## src/rtl/ow_na_pkg.sv

```systemverilog
package ow_na_pkg;

   localparam int CHK_W = 8;
   localparam int CMD_W = 8;

   localparam logic [CMD_W-1:0] OP_READ_ID   = 8'h33;
   localparam logic [CMD_W-1:0] OP_MATCH_ID  = 8'h55;
   localparam logic [CMD_W-1:0] OP_SKIP_ID   = 8'hCC;
   localparam logic [CMD_W-1:0] OP_SEARCH_ID = 8'hF0;

   typedef enum logic [2:0] {
      ST_CMD,
      ST_READ,
      ST_MATCH,
      ST_SEARCH,
      ST_SEL,
      ST_IDLE
   } na_state_t;

   // search sub-steps for one bit position
   localparam logic [1:0] PH_TRUE   = 2'd0;
   localparam logic [1:0] PH_COMP   = 2'd1;
   localparam logic [1:0] PH_CHOICE = 2'd2;

   // one LSB-first step of the x^8+x^5+x^4+1 check register
   function automatic logic [CHK_W-1:0] chk_step(input logic [CHK_W-1:0] c, input logic b);
      logic fb;
      logic [CHK_W-1:0] r;
      fb = c[0] ^ b;
      r  = c >> 1;
      if (fb) r = r ^ 8'h8C;
      return r;
   endfunction

endpackage

```

## src/rtl/na_chk_gen.sv

```systemverilog
module na_chk_gen
   import ow_na_pkg::*;
#(
   parameter int DATA_W = 56
) (
   input  logic [DATA_W-1:0] data,
   output logic [CHK_W-1:0]  chk
);
   logic [CHK_W-1:0] stage [DATA_W+1];

   assign stage[0] = '0;

   for (genvar g = 0; g < DATA_W; g++) begin : g_step
      assign stage[g+1] = chk_step(stage[g], data[g]);
   end

   assign chk = stage[DATA_W];
endmodule

```

## src/rtl/na_cmd_rx.sv

```systemverilog
module na_cmd_rx
   import ow_na_pkg::*;
(
   input  logic             clk,
   input  logic             rst_n,
   input  logic             clear,
   input  logic             en,
   input  logic             bit_valid,
   input  logic             bit_in,
   output logic             last,
   output logic [CMD_W-1:0] next_byte
);
   localparam int CNT_W = $clog2(CMD_W + 1);
   localparam logic [CNT_W-1:0] CNT_LAST = CNT_W'(CMD_W - 1);

   logic [CMD_W-2:0] sr;
   logic [CNT_W-1:0] cnt;
   logic             take;

   assign take      = en && bit_valid && (cnt <= CNT_LAST);
   assign next_byte = {bit_in, sr};
   assign last      = take && (cnt == CNT_LAST);

   always_ff @(posedge clk or negedge rst_n) begin
      if (!rst_n) begin
         sr  <= '0;
         cnt <= '0;
      end else if (clear) begin
         sr  <= '0;
         cnt <= '0;
      end else if (take) begin
         sr  <= next_byte[CMD_W-1:1];
         cnt <= cnt + 1'b1;
      end
   end
endmodule

```

## src/rtl/ow_netaddr_layer.sv

```systemverilog
module ow_netaddr_layer
   import ow_na_pkg::*;
#(
   parameter int                  FAMILY_W = 8,
   parameter int                  SERIAL_W = 48,
   parameter logic [FAMILY_W-1:0] FAMILY   = 8'h09
) (
   input  logic                clk,
   input  logic                rst_n,
   input  logic                bus_reset,
   input  logic                wr_slot,
   input  logic                wr_bit,
   input  logic                rd_slot,
   input  logic [SERIAL_W-1:0] serial_num,
   input  logic                fn_tx_bit,
   output logic                tx_bit,
   output logic                selected,
   output logic                fwd_valid,
   output logic                fwd_bit,
   output logic                fn_rd
);
   localparam int PREFIX_W = FAMILY_W + SERIAL_W;
   localparam int ID_W     = PREFIX_W + CHK_W;
   localparam int IDX_W    = $clog2(ID_W);
   localparam logic [IDX_W-1:0] IDX_LAST = IDX_W'(ID_W - 1);

   if (FAMILY_W < 1 || SERIAL_W < 1) begin : g_bad_widths
      $error("ow_netaddr_layer: identifier fields must be at least one bit wide");
   end
   if (ID_W != (1 << IDX_W)) begin : g_bad_id_w
      $error("ow_netaddr_layer: identifier width must be a power of two");
   end

   logic [PREFIX_W-1:0] prefix;
   logic [CHK_W-1:0]    chk;
   logic [ID_W-1:0]     id_word;

   assign prefix  = {serial_num, FAMILY};
   assign id_word = {chk, prefix};

   na_chk_gen #(.DATA_W(PREFIX_W)) u_chk (
      .data (prefix),
      .chk  (chk)
   );

   na_state_t        state;
   logic [IDX_W-1:0] idx;
   logic [1:0]       phase;
   logic             cmd_last;
   logic [CMD_W-1:0] cmd_byte;
   logic             cur_bit;
   logic             at_last;

   na_cmd_rx u_cmd (
      .clk       (clk),
      .rst_n     (rst_n),
      .clear     (bus_reset),
      .en        (state == ST_CMD),
      .bit_valid (wr_slot),
      .bit_in    (wr_bit),
      .last      (cmd_last),
      .next_byte (cmd_byte)
   );

   assign cur_bit  = id_word[idx];
   assign at_last  = (idx == IDX_LAST);
   assign selected = (state == ST_SEL);
   assign fn_rd    = rd_slot && (state == ST_SEL);

   always_comb begin
      case (state)
         ST_READ:   tx_bit = cur_bit;
         ST_SEARCH: tx_bit = (phase == PH_TRUE) ? cur_bit :
                             (phase == PH_COMP) ? ~cur_bit : 1'b1;
         ST_SEL:    tx_bit = fn_tx_bit;
         default:   tx_bit = 1'b1;
      endcase
   end

   always_ff @(posedge clk or negedge rst_n) begin
      if (!rst_n) begin
         state     <= ST_CMD;
         idx       <= '0;
         phase     <= PH_TRUE;
         fwd_valid <= 1'b0;
         fwd_bit   <= 1'b0;
      end else begin
         fwd_valid <= 1'b0;
         if (bus_reset) begin
            state <= ST_CMD;
            idx   <= '0;
            phase <= PH_TRUE;
         end else begin
            case (state)
               ST_CMD: begin
                  if (cmd_last) begin
                     idx   <= '0;
                     phase <= PH_TRUE;
                     case (cmd_byte)
                        OP_READ_ID:   state <= ST_READ;
                        OP_MATCH_ID:  state <= ST_MATCH;
                        OP_SKIP_ID:   state <= ST_SEL;
                        OP_SEARCH_ID: state <= ST_SEARCH;
                        default:      state <= ST_IDLE;
                     endcase
                  end
               end
               ST_READ: begin
                  if (rd_slot) begin
                     if (at_last) state <= ST_SEL;
                     else         idx   <= idx + 1'b1;
                  end
               end
               ST_MATCH: begin
                  if (wr_slot) begin
                     if (wr_bit != cur_bit) state <= ST_IDLE;
                     else if (at_last)      state <= ST_SEL;
                     else                   idx   <= idx + 1'b1;
                  end
               end
               ST_SEARCH: begin
                  case (phase)
                     PH_TRUE: if (rd_slot) phase <= PH_COMP;
                     PH_COMP: if (rd_slot) phase <= PH_CHOICE;
                     default: begin
                        if (wr_slot) begin
                           if (wr_bit != cur_bit) state <= ST_IDLE;
                           else if (at_last)      state <= ST_SEL;
                           else begin
                              idx   <= idx + 1'b1;
                              phase <= PH_TRUE;
                           end
                        end
                     end
                  endcase
               end
               ST_SEL: begin
                  if (wr_slot) begin
                     fwd_valid <= 1'b1;
                     fwd_bit   <= wr_bit;
                  end
               end
               default: ;
            endcase
         end
      end
   end


   reset_clears_sel_chk: assert property (@(posedge clk) disable iff (!rst_n)
      bus_reset |=> !selected);


   fwd_needs_sel_chk: assert property (@(posedge clk) disable iff (!rst_n)
      fwd_valid |-> selected);


   sel_held_chk: assert property (@(posedge clk) disable iff (!rst_n)
      (selected && !bus_reset) |=> selected);


   idle_held_chk: assert property (@(posedge clk) disable iff (!rst_n)
      (state == ST_IDLE && !bus_reset) |=> (state == ST_IDLE && tx_bit && !selected));


   search_wait_chk: assert property (@(posedge clk) disable iff (!rst_n)
      (state == ST_SEARCH && phase == PH_CHOICE && !wr_slot && !bus_reset)
      |=> (state == ST_SEARCH && phase == PH_CHOICE && $stable(idx)));

endmodule

```

## config.mk

```make
export PLATFORM = sky130hd
export DESIGN_NAME = ow_netaddr_layer
export DESIGN_NICKNAME = d
export VERILOG_FILES = /design/src/rtl/ow_na_pkg.sv /design/src/rtl/na_chk_gen.sv /design/src/rtl/na_cmd_rx.sv /design/src/rtl/ow_netaddr_layer.sv
export SDC_FILE = /design/constraint.sdc
export NUM_CORES = 1
export LEC_CHECK = 0
export BUFFER_PORTS_ARGS = -buffer_cell sky130_fd_sc_hd__buf_2
export CORE_ASPECT_RATIO = 1.2
export CORE_MARGIN = 8
export CORE_UTILIZATION = 50
export DETAILED_ROUTE_END_ITERATION = 7
export PLACE_DENSITY_LB_ADDON = 0.12
export SKIP_CTS_REPAIR_TIMING = 1
export SYNTH_ARGS = -nofsm -noshare
export SYNTH_HDL_FRONTEND = slang
export SYNTH_SLANG_ARGS = --single-unit
```

## constraint.sdc

```tcl
create_clock -name clk -period 13 [get_ports clk]
set_input_delay 1.3 -clock clk [delete_from_list [all_inputs] [get_ports clk]]
set_output_delay 1.3 -clock clk [all_outputs]
set_load 0.05 [all_outputs]
```

Word level (Yosys, flattened, before mapping):

Cells that the tools add are included.

* flip-flop bits (word level): 24
* output and inout bits: 5
* logic and storage cells: 226

* add/sub/neg operators: 2
* $lt $le $gt $ge: 2
* equal/unequal tests: 20
* muxes and demuxes: 86
* bitwise logic cells: 96
* reduce and logical (&&, ||, !) cells: 13

Operator list (number)
* $mux 8: 48
* $not 2->3: 47
* $xor 1x1->1: 47
* $mux 6: 7
* $pmux 3 s4: 2
* $pmux 6 s4: 1
* $mux 3: 7
* $eq 8x8->1 const B: 2
* $ne 5x5->1 const B: 3
* $mux 2: 7
* $mux 7: 2
* $ne 3x3->1 const B: 3
* $eq 8x6->1 const B: 1
* $eq 8x7->1 const B: 1
* $mux 4: 2
* $ne 4x4->1 const B: 2
* $pmux 2 s2: 2
* $lt 6x7->1 const B: 1
* $reduce_and 7->1: 1
* $add 6x1->6 const B: 1
* $bmux 1 s6: 1
* $eq 3x2->1 const B: 2
* $eq 6x6->1 const B: 1
* $mux 1: 6
* other kinds (18): 22

Logic depth before layout (Yosys ltp):

* depth after elaboration: 103
* depth in mapped cells: 13

By module:

From an unflattened synthesis, not the netlist that was laid out.

* cells, all modules: 385
* area total of the unflattened synthesis: 4227.8 sq um

By module, submodules not included
* na_chk_gen: times used 1, cells each 141, area each 1949.4 sq um, seq. area each 0.0 sq um
* ow_netaddr_layer: times used 1, cells each 197, area each 1724.2 sq um, seq. area each 325.3 sq um
* na_cmd_rx: times used 1, cells each 47, area each 554.3 sq um, seq. area each 275.3 sq um

Least setup slack after synthesis:

No wires, ideal clock.

* path type: input to output
* start: input serial_num[0]
* end: output tx_bit
* arrival time: 5.213 ns
* required time: 11.700 ns
* slack: 6.487 ns
* stages: 12
* path buffers: 0
* path through: xnor3_1 -> xor2_2 -> xnor3_2 -> xor3_1 -> xor3_2 -> xnor3_2 -> nor3b_1 -> a2111oi_1 -> o31a_4 -> mux2_1 -> a2bb2oi_1 -> o22a_1

* longest elaborated chain between the ends: 77

RTL lines
* start, declared: RTL line ow_netaddr_layer.sv:14 `input logic [SERIAL_W-1:0] serial_num,`
* $mux 8: RTL line ow_na_pkg.sv:31 `if (fb) r = r ^ 8'h8C;`
* $mux 8 or $not 2->3 (tied branches)
* $mux 8: RTL line ow_na_pkg.sv:31
* $xor 1x1->1 or $mux 8 (tied branches): RTL line ow_na_pkg.sv:29, ow_na_pkg.sv:31
* $mux 8: RTL line ow_na_pkg.sv:31
* $mux 8 (tied with other cells): RTL line ow_na_pkg.sv:31
* $mux 8: RTL line ow_na_pkg.sv:31
* $xor 1x1->1 (tied with other cells): RTL line ow_na_pkg.sv:29 `fb = c[0] ^ b;`
* (+61 left out)
* $not 2->3 (no source line) (tied with other cells)
* $mux 8: RTL line ow_na_pkg.sv:31
* $bmux 1 s6 *: RTL line ow_netaddr_layer.sv:65 `assign cur_bit = id_word[idx];`
* $mux 1 (not written as such) *: RTL line ow_netaddr_layer.sv:65
* $not 1->1: RTL line ow_netaddr_layer.sv:74 `(phase == PH_COMP) ? ~cur_bit : 1'b1;`
* $mux 1: RTL line ow_netaddr_layer.sv:74
* $mux 1: RTL line ow_netaddr_layer.sv:73 `ST_SEARCH: tx_bit = (phase == PH_TRUE) ? cur_bit :`
* $pmux 1 s3 *: RTL line ow_netaddr_layer.sv:71 `case (state)`
* end, declared: RTL line ow_netaddr_layer.sv:16 `output logic tx_bit,`

Mark *: on every way between the ends. The rest lies on a longest branch, timed or not. The select of a mux whose other input is x is not followed.

Worst setup path after layout:

Same ends and word-level chain as after synthesis.

==> results.ini <==
[outcome]
status=finished clean

[clock_network]
h-tree-depth=1
cts_made_buffers=3
cts-root-buf=clkbuf_8
cts_tree=built
clk_transition_reported_paths_ns=0.09
insertion_delay_ns=0.27
clockBufferDepth=2
cts_sinks=24

[sta]
worst_slack_ns=6.13
tightestPinTransition_ns=1.05
whs_ns=0.503
hold_viol=0
period_needed_ns=6.87
fmax_ghz=0.145
slew_headroom_pct=29.9
period_share_pct=52.9
grt_setup_unrepaired=no
setup_viol=0
clock_skew_ns=0.00560
tns_ns=0
drv_slew=0

[critical_path]
required_ns=11.70
path_max_fanout=4
end_kind=output pin
critPathKind=in -> out
max_stage_delay_ns=0.52
path_cells=buf_2 > xnor3_1 > xor2_2 > xnor3_2 > xor3_1 > xnor2_1 > xnor2_1 > xnor3_2 > nor3b_1 > a2111oi_1 > o31a_4 > mux2_1 > a2bb2oi_1 > o22a_1 > buf_2
slowest_stage=xnor3_2
cp-start-kind=input pin
critPathArrivalTime_ns=5.57

[yosys]
synthDominantCellAreaShare_pct=17.5
synth_cells=314
synthDistinctLibCells=56
syn_nets=371
ys.flop_type=dfrtp_1
synth_warnings=0
syn_area_um2=3430
ys_seq_area_share_pct=17.5
synth.top_cells.by_area=dfrtp_1 18%, xnor3_1 15%, xnor2_1 12%, mux4_2 9.2%, xor2_1 5.1%
yosysTopAreaCell=dfrtp_1
async_flop_share_pct=100
synth_edf_count=0
syn_area_per_cell_um2=10.9
synth-seq-cells=24

[layout]
drive_gt1_share_pct=27.7
seqCellArea_um2=601
fill_cells=619
instances_no_fill=451
diodes=0
fin_util_pct=57.4
nets=422
synthToLayoutAreaGrowth_pct=12.6
fin_area_um2=3860
multiInputGateArea_um2=2750

[flow_run]
max_cap_violations=0

[global_route]
grt_overflow=0
grt_max_degree=26
grt_usage_pct=17.4
grt_pass1_wl_mm=13.8
antenna_found_initial=0
grt_pass1_vias=2808

[power_and_ir_drop]
power_leakage_nw=1.77
p_total_mw=1.23
pwr_density_cell_nw_per_um2=319
max-vdd-ir-drop_v=0.000354

[route]
drtAntennaViolNets=0
drt_first_pass_iters=4
via_per_inst=5.70
totalWireLength_mm=8.39
route.detailed.drc=0
drt_iter0_drc=53
num_vias=2569
wire_per_inst_um=18.6

[min_path]
hold_path.class=reg -> reg

[die]
pin_count=60
fp.dieH_um=107
row_count=33
die_w_um=91.6
die_area_um2=9780
initial_utilization_pct=51.0
core-area_um2=6730

[placement]
place_area_um2=3790
dpl.hpwl_mm=6.74
place.gp.congestion=0.847
placedCellCount=447
dpl_worst_slack_ns=6.13
io_buffers=59

-- cells by family after synthesis --
group | share of synthesized area [%]
DFF | 17.5
xor gates and xnor gates | 43.1
muxes | 15.7
adders and majority gates | 0.730
and+or+nand+nor | 13.0
buffers and inverters | 2.30
AOI/OAI and AO/OA | 7.77
-- placed cells by master (no fill, tap or decap), types with 4 or more instances in the layout --
master / n
buf_2: 59
xnor2_1: 47
nor2_1: 29
dfrtp_1: 24
nand2_1: 23
xnor3_1: 23
xor2_1: 20
mux2i_1: 15
mux4_2: 14
o21ai_0: 9
nor3_1: 8
inv_1: 7
xor3_1: 5
nand3_1: 5
nor4bb_1: 5
xnor3_2: 4
-- power breakdown --
part           switching [mW]  internal [mW]  total, mW
Combinational           0.435          0.625       1.06
Sequential             0.0213         0.0843      0.106
Clock                  0.0246         0.0411     0.0657
-- synthesized netlist by cell type, drive strengths merged (7+ instances only) --
cell type  count
nand2         23
mux4          14
xnor3         27
o21ai         11
nor3           9
xor2          23
dfrtp         24
clkbuf        10
xor3           7
xnor2         50
inv            7
nor2          29
mux2i         16
-- metal layers --
layer	track usage, %	up-vias	wire [um]
met3	3.00	12	430
met1	19.4	1255	3360
met4	5.74	0	172
li1	-	1227	-
met5	0	-	0
met2	32.4	75	4430
-- cell type report --
type	instances	share of cell area, %
Clock buffer	3	1.07
Clock inverter	1	0.778
Inverter	7	0.681
Multi-Input combinational cell	269	71.2
Sequential cell	24	15.6
Tap cell	87	2.82
Timing Repair Buffer	60	7.84
-- sequential cells by signal (all words and copies together), names as in the netlist --
signal,cells
u_cmd.sr,7
idx,6
fwd_valid,1
u_cmd.cnt,4
fwd_bit,1
phase,2
state,3
-- critical path, delay by kind of cell --
kind | cells | cell delay [ns]
xor+xnor | 7 | 2.53
compound gates | 4 | 0.94
buf+inv | 2 | 0.32
mux | 1 | 0.32
simple gates | 1 | 0.16
-- path summary, 6_finish.rpt --
path                                           from  slack (ns)  cells after the start                  endpoint
min in group asynchronous                     rst_n        1.01                      1      state[1]$_DFFE_PN0P_
min reg2reg                u_cmd.cnt[3]$_DFFE_PN0P_        0.50                      2  u_cmd.cnt[3]$_DFFE_PN0P_
max reg2reg                    state[1]$_DFFE_PN0P_        9.34                      9        idx[0]$_DFFE_PN0P_
min                        u_cmd.cnt[3]$_DFFE_PN0P_        0.50                      2  u_cmd.cnt[3]$_DFFE_PN0P_
max in group asynchronous                     rst_n       11.62                      1        idx[2]$_DFFE_PN0P_
max                                   serial_num[0]        6.13                     15                    tx_bit
No activity file was read; power rests on OpenSTA's default activity.
